[config.mk]
export PLATFORM = sky130hd
export DESIGN_NAME = mc_filter_recon
export DESIGN_NICKNAME = d
export VERILOG_FILES = /design/src/rtl/mc_filter_recon_pkg.sv /design/src/rtl/mfr_block_store.sv /design/src/rtl/mfr_smooth3x3.sv /design/src/rtl/mfr_recon_clip.sv /design/src/rtl/mc_filter_recon.sv
export SDC_FILE = /design/constraint.sdc
export NUM_CORES = 2
export LEC_CHECK = 0
export CAP_MARGIN = 15
export CORE_MARGIN = 4
export CORE_UTILIZATION = 55
export CTS_CLUSTER_DIAMETER = 150
export CTS_CLUSTER_SIZE = 25
export DETAILED_ROUTE_END_ITERATION = 12
export PLACE_DENSITY = 0.71
export SYNTH_ARGS = -nofsm -noshare
export SYNTH_HDL_FRONTEND = slang
export SYNTH_SLANG_ARGS = --single-unit
[constraint.sdc]
create_clock -name clk -period 8.4 [get_ports clk]
set_input_delay 1.68 -clock clk [delete_from_list [all_inputs] [get_ports clk]]
set_output_delay 1.68 -clock clk [all_outputs]
set_load 0.05 [all_outputs]
[src/rtl/mc_filter_recon_pkg.sv]
package mc_filter_recon_pkg;

  typedef enum logic [1:0] {
    ST_LOAD  = 2'd0,
    ST_RUN   = 2'd1,
    ST_DRAIN = 2'd2
  } mfr_state_e;

  localparam int WIN_TAPS = 9;

endpackage

[src/rtl/mfr_block_store.sv]
// Block buffer: one write port, NRD asynchronous read ports.
module mfr_block_store #(
  parameter int DEPTH = 64,
  parameter int WIDTH = 8,
  parameter int NRD   = 1,
  localparam int AW   = $clog2(DEPTH)
) (
  input  logic                      clk,
  input  logic                      wr_en,
  input  logic [AW-1:0]             wr_addr,
  input  logic [WIDTH-1:0]          wr_data,
  input  logic [NRD-1:0][AW-1:0]    rd_addr,
  output logic [NRD-1:0][WIDTH-1:0] rd_data
);

  logic [WIDTH-1:0] mem [DEPTH];

  always_ff @(posedge clk) begin
    if (wr_en) mem[wr_addr] <= wr_data;
  end

  for (genvar g = 0; g < NRD; g++) begin : g_rd
    assign rd_data[g] = mem[rd_addr[g]];
  end

endmodule

[src/rtl/mfr_smooth3x3.sv]
// Separable 1-2-1 smoothing with per-direction pass-through at block edges.
// Both directions are always scaled by 4 so one rounding step serves every case.
module mfr_smooth3x3 #(
  parameter int PIX_W = 8,
  localparam int VW   = PIX_W + 2,
  localparam int HW   = PIX_W + 4,
  localparam int SW   = PIX_W + 5
) (
  input  logic [8:0][PIX_W-1:0] win,      // index = 3*row_offset + col_offset
  input  logic                  row_edge,
  input  logic                  col_edge,
  input  logic                  enable,
  output logic [PIX_W-1:0]      pix_out
);

  logic [2:0][VW-1:0] vsum;
  logic [HW-1:0]      hsum;
  logic [SW-1:0]      rounded;

  for (genvar c = 0; c < 3; c++) begin : g_col
    assign vsum[c] = row_edge ? {win[3+c], 2'b00}
                              : VW'(win[c]) + VW'({win[3+c], 1'b0}) + VW'(win[6+c]);
  end

  assign hsum    = col_edge ? {vsum[1], 2'b00}
                            : HW'(vsum[0]) + HW'({vsum[1], 1'b0}) + HW'(vsum[2]);
  assign rounded = SW'(hsum) + SW'(8);
  assign pix_out = enable ? PIX_W'(rounded >> 4) : win[4];

endmodule

[src/rtl/mfr_recon_clip.sv]
// Registered residual adder with saturation to the unsigned pixel range.
module mfr_recon_clip #(
  parameter int PIX_W = 8,
  parameter int RES_W = 9,
  localparam int SUM_W = ((RES_W > PIX_W) ? RES_W : PIX_W + 1) + 1
) (
  input  logic             clk,
  input  logic             rst,
  input  logic             in_valid,
  input  logic             in_last,
  input  logic             inter,
  input  logic [PIX_W-1:0] pred,
  input  logic [RES_W-1:0] res,
  output logic             out_valid,
  output logic             out_last,
  output logic [PIX_W-1:0] out_pix
);

  localparam logic signed [SUM_W-1:0] MAXV = SUM_W'((1 << PIX_W) - 1);

  logic signed [SUM_W-1:0] pred_s, res_s, sum;
  logic [PIX_W-1:0]        clipped;

  always_comb begin
    pred_s = inter ? SUM_W'(pred) : '0;
    res_s  = {{(SUM_W-RES_W){res[RES_W-1]}}, res};
    sum    = pred_s + res_s;
    if (sum[SUM_W-1])   clipped = '0;
    else if (sum > MAXV) clipped = '1;
    else                 clipped = sum[PIX_W-1:0];
  end

  always_ff @(posedge clk) begin
    if (rst) begin
      out_valid <= 1'b0;
      out_last  <= 1'b0;
      out_pix   <= '0;
    end else begin
      out_valid <= in_valid;
      out_last  <= in_valid & in_last;
      if (in_valid) out_pix <= clipped;
    end
  end

endmodule

[src/rtl/mc_filter_recon.sv]
module mc_filter_recon #(
  parameter int BLK_DIM = 8,
  parameter int PIX_W   = 8,
  parameter int RES_W   = 9
) (
  input  logic             clk,
  input  logic             rst,
  input  logic             in_valid,
  output logic             in_ready,
  input  logic [PIX_W-1:0] in_pred,
  input  logic [RES_W-1:0] in_res,
  input  logic             in_filt_en,
  input  logic             in_inter,
  output logic             out_valid,
  output logic [PIX_W-1:0] out_pix,
  output logic             out_done
);
  import mc_filter_recon_pkg::*;

  localparam int NPIX  = BLK_DIM * BLK_DIM;
  localparam int IDX_W = $clog2(NPIX);
  localparam int CRD_W = $clog2(BLK_DIM);
  localparam logic [CRD_W-1:0] LAST_CRD = CRD_W'(BLK_DIM - 1);
  localparam logic [IDX_W-1:0] LAST_IDX = IDX_W'(NPIX - 1);

  mfr_state_e       state;
  logic [IDX_W-1:0] wr_idx, rd_idx;
  logic             filt_q, inter_q;
  logic             accept;

  assign in_ready = (state == ST_LOAD);
  assign accept   = in_valid & in_ready;

  // Neighbourhood addressing, clamped at the edges.
  logic [CRD_W-1:0] rd_row, rd_col;
  logic [CRD_W-1:0] nb_row [3];
  logic [CRD_W-1:0] nb_col [3];
  logic             row_edge, col_edge;

  assign rd_row   = rd_idx[IDX_W-1:CRD_W];
  assign rd_col   = rd_idx[CRD_W-1:0];
  assign row_edge = (rd_row == '0) || (rd_row == LAST_CRD);
  assign col_edge = (rd_col == '0) || (rd_col == LAST_CRD);

  always_comb begin
    nb_row[0] = (rd_row == '0)      ? rd_row : rd_row - 1'b1;
    nb_row[1] = rd_row;
    nb_row[2] = (rd_row == LAST_CRD) ? rd_row : rd_row + 1'b1;
    nb_col[0] = (rd_col == '0)      ? rd_col : rd_col - 1'b1;
    nb_col[1] = rd_col;
    nb_col[2] = (rd_col == LAST_CRD) ? rd_col : rd_col + 1'b1;
  end

  logic [WIN_TAPS-1:0][IDX_W-1:0] win_addr;
  logic [WIN_TAPS-1:0][PIX_W-1:0] win_pix;

  for (genvar dr = 0; dr < 3; dr++) begin : g_wr
    for (genvar dc = 0; dc < 3; dc++) begin : g_wc
      assign win_addr[dr*3+dc] = {nb_row[dr], nb_col[dc]};
    end
  end

  mfr_block_store #(.DEPTH(NPIX), .WIDTH(PIX_W), .NRD(WIN_TAPS)) u_pred_store (
    .clk(clk), .wr_en(accept), .wr_addr(wr_idx), .wr_data(in_pred),
    .rd_addr(win_addr), .rd_data(win_pix)
  );

  logic [0:0][IDX_W-1:0] res_addr;
  logic [0:0][RES_W-1:0] res_rd;
  assign res_addr[0] = rd_idx;

  mfr_block_store #(.DEPTH(NPIX), .WIDTH(RES_W), .NRD(1)) u_res_store (
    .clk(clk), .wr_en(accept), .wr_addr(wr_idx), .wr_data(in_res),
    .rd_addr(res_addr), .rd_data(res_rd)
  );

  logic [PIX_W-1:0] smooth_pix;

  mfr_smooth3x3 #(.PIX_W(PIX_W)) u_smooth (
    .win(win_pix), .row_edge(row_edge), .col_edge(col_edge),
    .enable(filt_q), .pix_out(smooth_pix)
  );

  // Stage 1: registered prediction and residual.
  logic             s1_valid, s1_last;
  logic [PIX_W-1:0] s1_pred;
  logic [RES_W-1:0] s1_res;

  always_ff @(posedge clk) begin
    if (rst) begin
      s1_valid <= 1'b0;
      s1_last  <= 1'b0;
      s1_pred  <= '0;
      s1_res   <= '0;
    end else begin
      s1_valid <= (state == ST_RUN);
      s1_last  <= (state == ST_RUN) && (rd_idx == LAST_IDX);
      s1_pred  <= smooth_pix;
      s1_res   <= res_rd[0];
    end
  end

  logic rc_last;

  mfr_recon_clip #(.PIX_W(PIX_W), .RES_W(RES_W)) u_recon (
    .clk(clk), .rst(rst), .in_valid(s1_valid), .in_last(s1_last),
    .inter(inter_q), .pred(s1_pred), .res(s1_res),
    .out_valid(out_valid), .out_last(rc_last), .out_pix(out_pix)
  );

  // Sequencing.
  always_ff @(posedge clk) begin
    if (rst) begin
      state    <= ST_LOAD;
      wr_idx   <= '0;
      rd_idx   <= '0;
      filt_q   <= 1'b0;
      inter_q  <= 1'b0;
      out_done <= 1'b0;
    end else begin
      out_done <= 1'b0;
      unique case (state)
        ST_LOAD: if (accept) begin
          if (wr_idx == '0) begin
            filt_q  <= in_filt_en;
            inter_q <= in_inter;
          end
          if (wr_idx == LAST_IDX) begin
            state  <= ST_RUN;
            wr_idx <= '0;
            rd_idx <= '0;
          end else begin
            wr_idx <= wr_idx + 1'b1;
          end
        end
        ST_RUN: begin
          if (rd_idx == LAST_IDX) state <= ST_DRAIN;
          else                     rd_idx <= rd_idx + 1'b1;
        end
        ST_DRAIN: if (out_valid && rc_last) begin
          state    <= ST_LOAD;
          rd_idx   <= '0;
          out_done <= 1'b1;
        end
        default: state <= ST_LOAD;
      endcase
    end
  end

endmodule

==> out/results.ini <==
[status]
result_of_the_run = finished, final reports clean

[global_routing]
grt_antenna_before_repair = 7
first_global_vias = 36320
grt_start_max_net_pins = 137
grt-ovfl-total = 0
grt_pass1_wl_um = 272400
grtUsageTotal_pct = 32.88

[layout]
n_fill_cell = 7981
multi_input_area_um2 = 26960
final_core_util_pct = 59.50
most-common-layout-cells = edfxtp_1, mux4_2, mux2i_1
finalInstanceArea_um2 = 66120
register_area_um2 = 33740
num-nets-final = 3403
final_common_cell = edfxtp_1
syn_to_final_growth_pct = 7.004
post_route_cells_drive_above_1_share_pct = 35.11

[synthesis]
synth_enable_flop_cells = 1088
synthTopCellsByArea = edfxtp_1, mux4_2, mux2i_1, dfxtp_1, mux4_1
synthDistinctLibCells = 88
count_of_synthesis_stage_warnings_from_yosys = 0
ys_seq_elements = 1140
synth_ff_type = edfxtp_1
postSynthAreaPerCell_um2 = 18.74
ys_seq_area_share_pct = 54.55
postSynthCellCount = 3298
proportion_of_netlist_area_held_by_the_largest_area_contributor_pct = 52.87
netlist.top_cell.by_area = edfxtp_1
async_reset_ff_share_pct = 0
syn-num-nets = 3409
syn_area_um2 = 61800

[worst_setup_path]
timing.critical_path.from = rd_idx[0]$_SDFFE_PP0P_
r2r-start = rd_idx[0]$_SDFFE_PP0P_
r2r_setup_slack_ns = 0.33
critPathCapture = s1_pred[6]$_SDFF_PP0_
cp_slowest_stage_delay_ns = 0.56
worst-endpoint-required_ns = 9.06
timing.critical_path.depth = 30
r2r_end = s1_pred[6]$_SDFF_PP0_
worst_path_max_delay_cell = mux4_2
worst-path-max-fanout = 40
cp_data_arrival_time_ns = 8.73
start_to_end_type_of_the_worst_setup_path = register to register
start_kind = register
critPathTopFamily = adder cells
reg2regPathDepth = 30
critical_path.endpoint_type = register
number_of_buffers_and_inverters_on_the_critical_path = 6

[detailed_routing]
route.top_layer_used = met5
wire_per_inst_um = 39.80
wl_met1_um = 68740
route.vias.total = 36640
drc_violation_count_after_routing = 0
totalWireLength_um = 192200
drt-initial-drc-count = 5259
routed_via_density = 7.587
dr_wl_met2_um = 90140
detail-route-antenna-nets = 0
dr_wl_met3_um = 22010
tritonroute_pass_1_iters = 6

[power_and_ir_drop]
clockPowerShare_pct = 30.8
p_comb_share_pct = 4.5
power_per_cell_area_nw_per_um2 = 145.8
internal_power_mw = 7.585
static-leakage-power_nw = 20.86
worst_ir_drop_vdd_mv = 0.1814
power.net_switching_mw = 2.059
sequentialPowerShare_pct = 64.8
switching_share_pct = 21.35

[clock_tree]
numClockSinks = 1140
clock_latency_of_the_later_clocked_register_in_the_worst_skew_pair_ns = 0.71
numCtsBuffers = 51
clock_tree.htree_level_count = 2
cts_hold_repair.buffers = 0
cts_root_buf = clkbuf_16
clock_tree_from_tritoncts = done
cts.path.max_buffers = 3
clk_transition_reported_paths_ns = 0.11

[die]
pin_count = 33
rows = 122
fp.dieArea_um2 = 117800
floorplan.initialDensity_pct = 55.61
design.core.area_um2 = 111100
die_width_um = 343.2
dieHeight_um = 343.2

[timing]
fin_ws_ns = 0.3295
fmaxAchievable_ghz = 0.1239
finalSetupViolations = 0
finalHoldViolations = 0
worst_pin_slew_ns = 1.219
slew_violations = 0
fin_setup_tns_ns = 0
slew_headroom_pct = 18.72
period_minus_slack_ns = 8.071
fin_worst_skew_ns = 0.04420
min_period_over_period_pct = 96.08

[place]
dpl_cell_area_um2 = 64460
buffer_ports.inserted = 32
placement.setup.worst_slack_ns = 0.3270
place.detailed.hpwl_um = 122500
gp_routability_congestion = 1.027

[run]
maxCapViolCount = 0

[hold_path]
min_path_type = register to register
min-delay-start = s1_last$_SDFF_PP0_

## power by group through the flow
stage / logic (mW) / registers, mW / clock network, mW
finish: 0.432 / 6.25 / 2.97
global route: 0.467 / 6.25 / 3.23
CTS: 0.422 / 6.25 / 3.01
detailed placement: 0.420 / 6.38 / 0
global placement: 0.408 / 6.37 / 0
floorplan: 0.241 / 6.37 / 0
## stage by stage
stage / total power [mW] / hold WS [ns] / instances
after floorplan: 6.609 / 0.4057 / 3298
after global placement: 6.782 / 0.4140 / 4719
after detailed placement: 6.795 / 0.4283 / 4719
after CTS: 9.682 / 0.4641 / 4815
after global routing: 9.951 / 0.4933 / 4824
final: 9.644 / 0.4684 / 4829
## worst min-delay path by stage
stage,endpoint,depth (start not counted)
finish,u_recon.out_last$_SDFF_PP0_,1
detailed placement,u_recon.out_last$_SDFF_PP0_,1
global route,u_recon.out_last$_SDFF_PP0_,1
global placement,u_recon.out_last$_SDFF_PP0_,1
floorplan,u_recon.out_last$_SDFF_PP0_,1
CTS,u_recon.out_last$_SDFF_PP0_,1
## cell usage after synthesis (9+ instances only)
master and instances:
a211oi_1 9, a21o_1 9, a21oi_1 61, a22oi_1 10, and2_1 21, buf_1 47
buf_2 56, buf_4 10, clkbuf_1 122, dfxtp_1 52, edfxtp_1 1088, fa_1 34
ha_1 55, inv_1 78, mux2_2 46, mux2i_1 262, mux4_1 33, mux4_2 784
nand2_1 67, nand2b_1 18, nand3_1 17, nor2_1 149, nor2b_1 16, nor3_1 25
o21ai_0 35, o21bai_1 14, o22ai_1 9, xnor2_1 30, xor2_1 10
## area by class of cell
class / instances / area share, %
flip-flops and latches: 1140 / 51.02
well taps: 1488 / 2.816
clock buffers: 93 / 2.201
inverters: 81 / 0.4636
clock inverters: 3 / 0.09272
diodes: 6 / 0.02271
repair buffers: 190 / 2.615
multi-input cells: 1828 / 40.77
## flip-flops by register name (all words and copies together), names as in the netlist, named ones only
signal,cells
u_res_store.mem,576
u_recon.out_pix,8
s1_valid,1
wr_idx,6
state,2
u_recon.out_last,1
u_recon.out_valid,1
s1_res,9
s1_pred,8
rd_idx,6
out_done,1
inter_q,1
s1_last,1
u_pred_store.mem,512
filt_q,1
## cell families (layout without fill, tap and decap cells)
family | after synthesis | after routing | share of synthesized area [%]
AOI/OAI and AO/OA | 213 | 213 | 2.320
buffers and inverters | 330 | 367 | 2.440
other | 0 | 6 | 0
DFF | 1140 | 1140 | 54.55
xor gates and xnor gates | 40 | 40 | 0.5669
adders and majority gates | 89 | 89 | 2.215
and+or+nand+nor | 359 | 359 | 2.784
muxes | 1127 | 1127 | 35.12
## what timing repair did
item / CTS / global route
setup buffers: 0 / 3
resized for setup: 0 / 11
endpoints found under the setup margin: 0 / 4
## layer usage
metal  track usage, %  up-vias
met5                0        -
met4            15.32        2
li1                 -    14050
met2            50.73     2842
met1            45.16    19300
met3            7.680      453
Power figures use the tool's default switching activity.
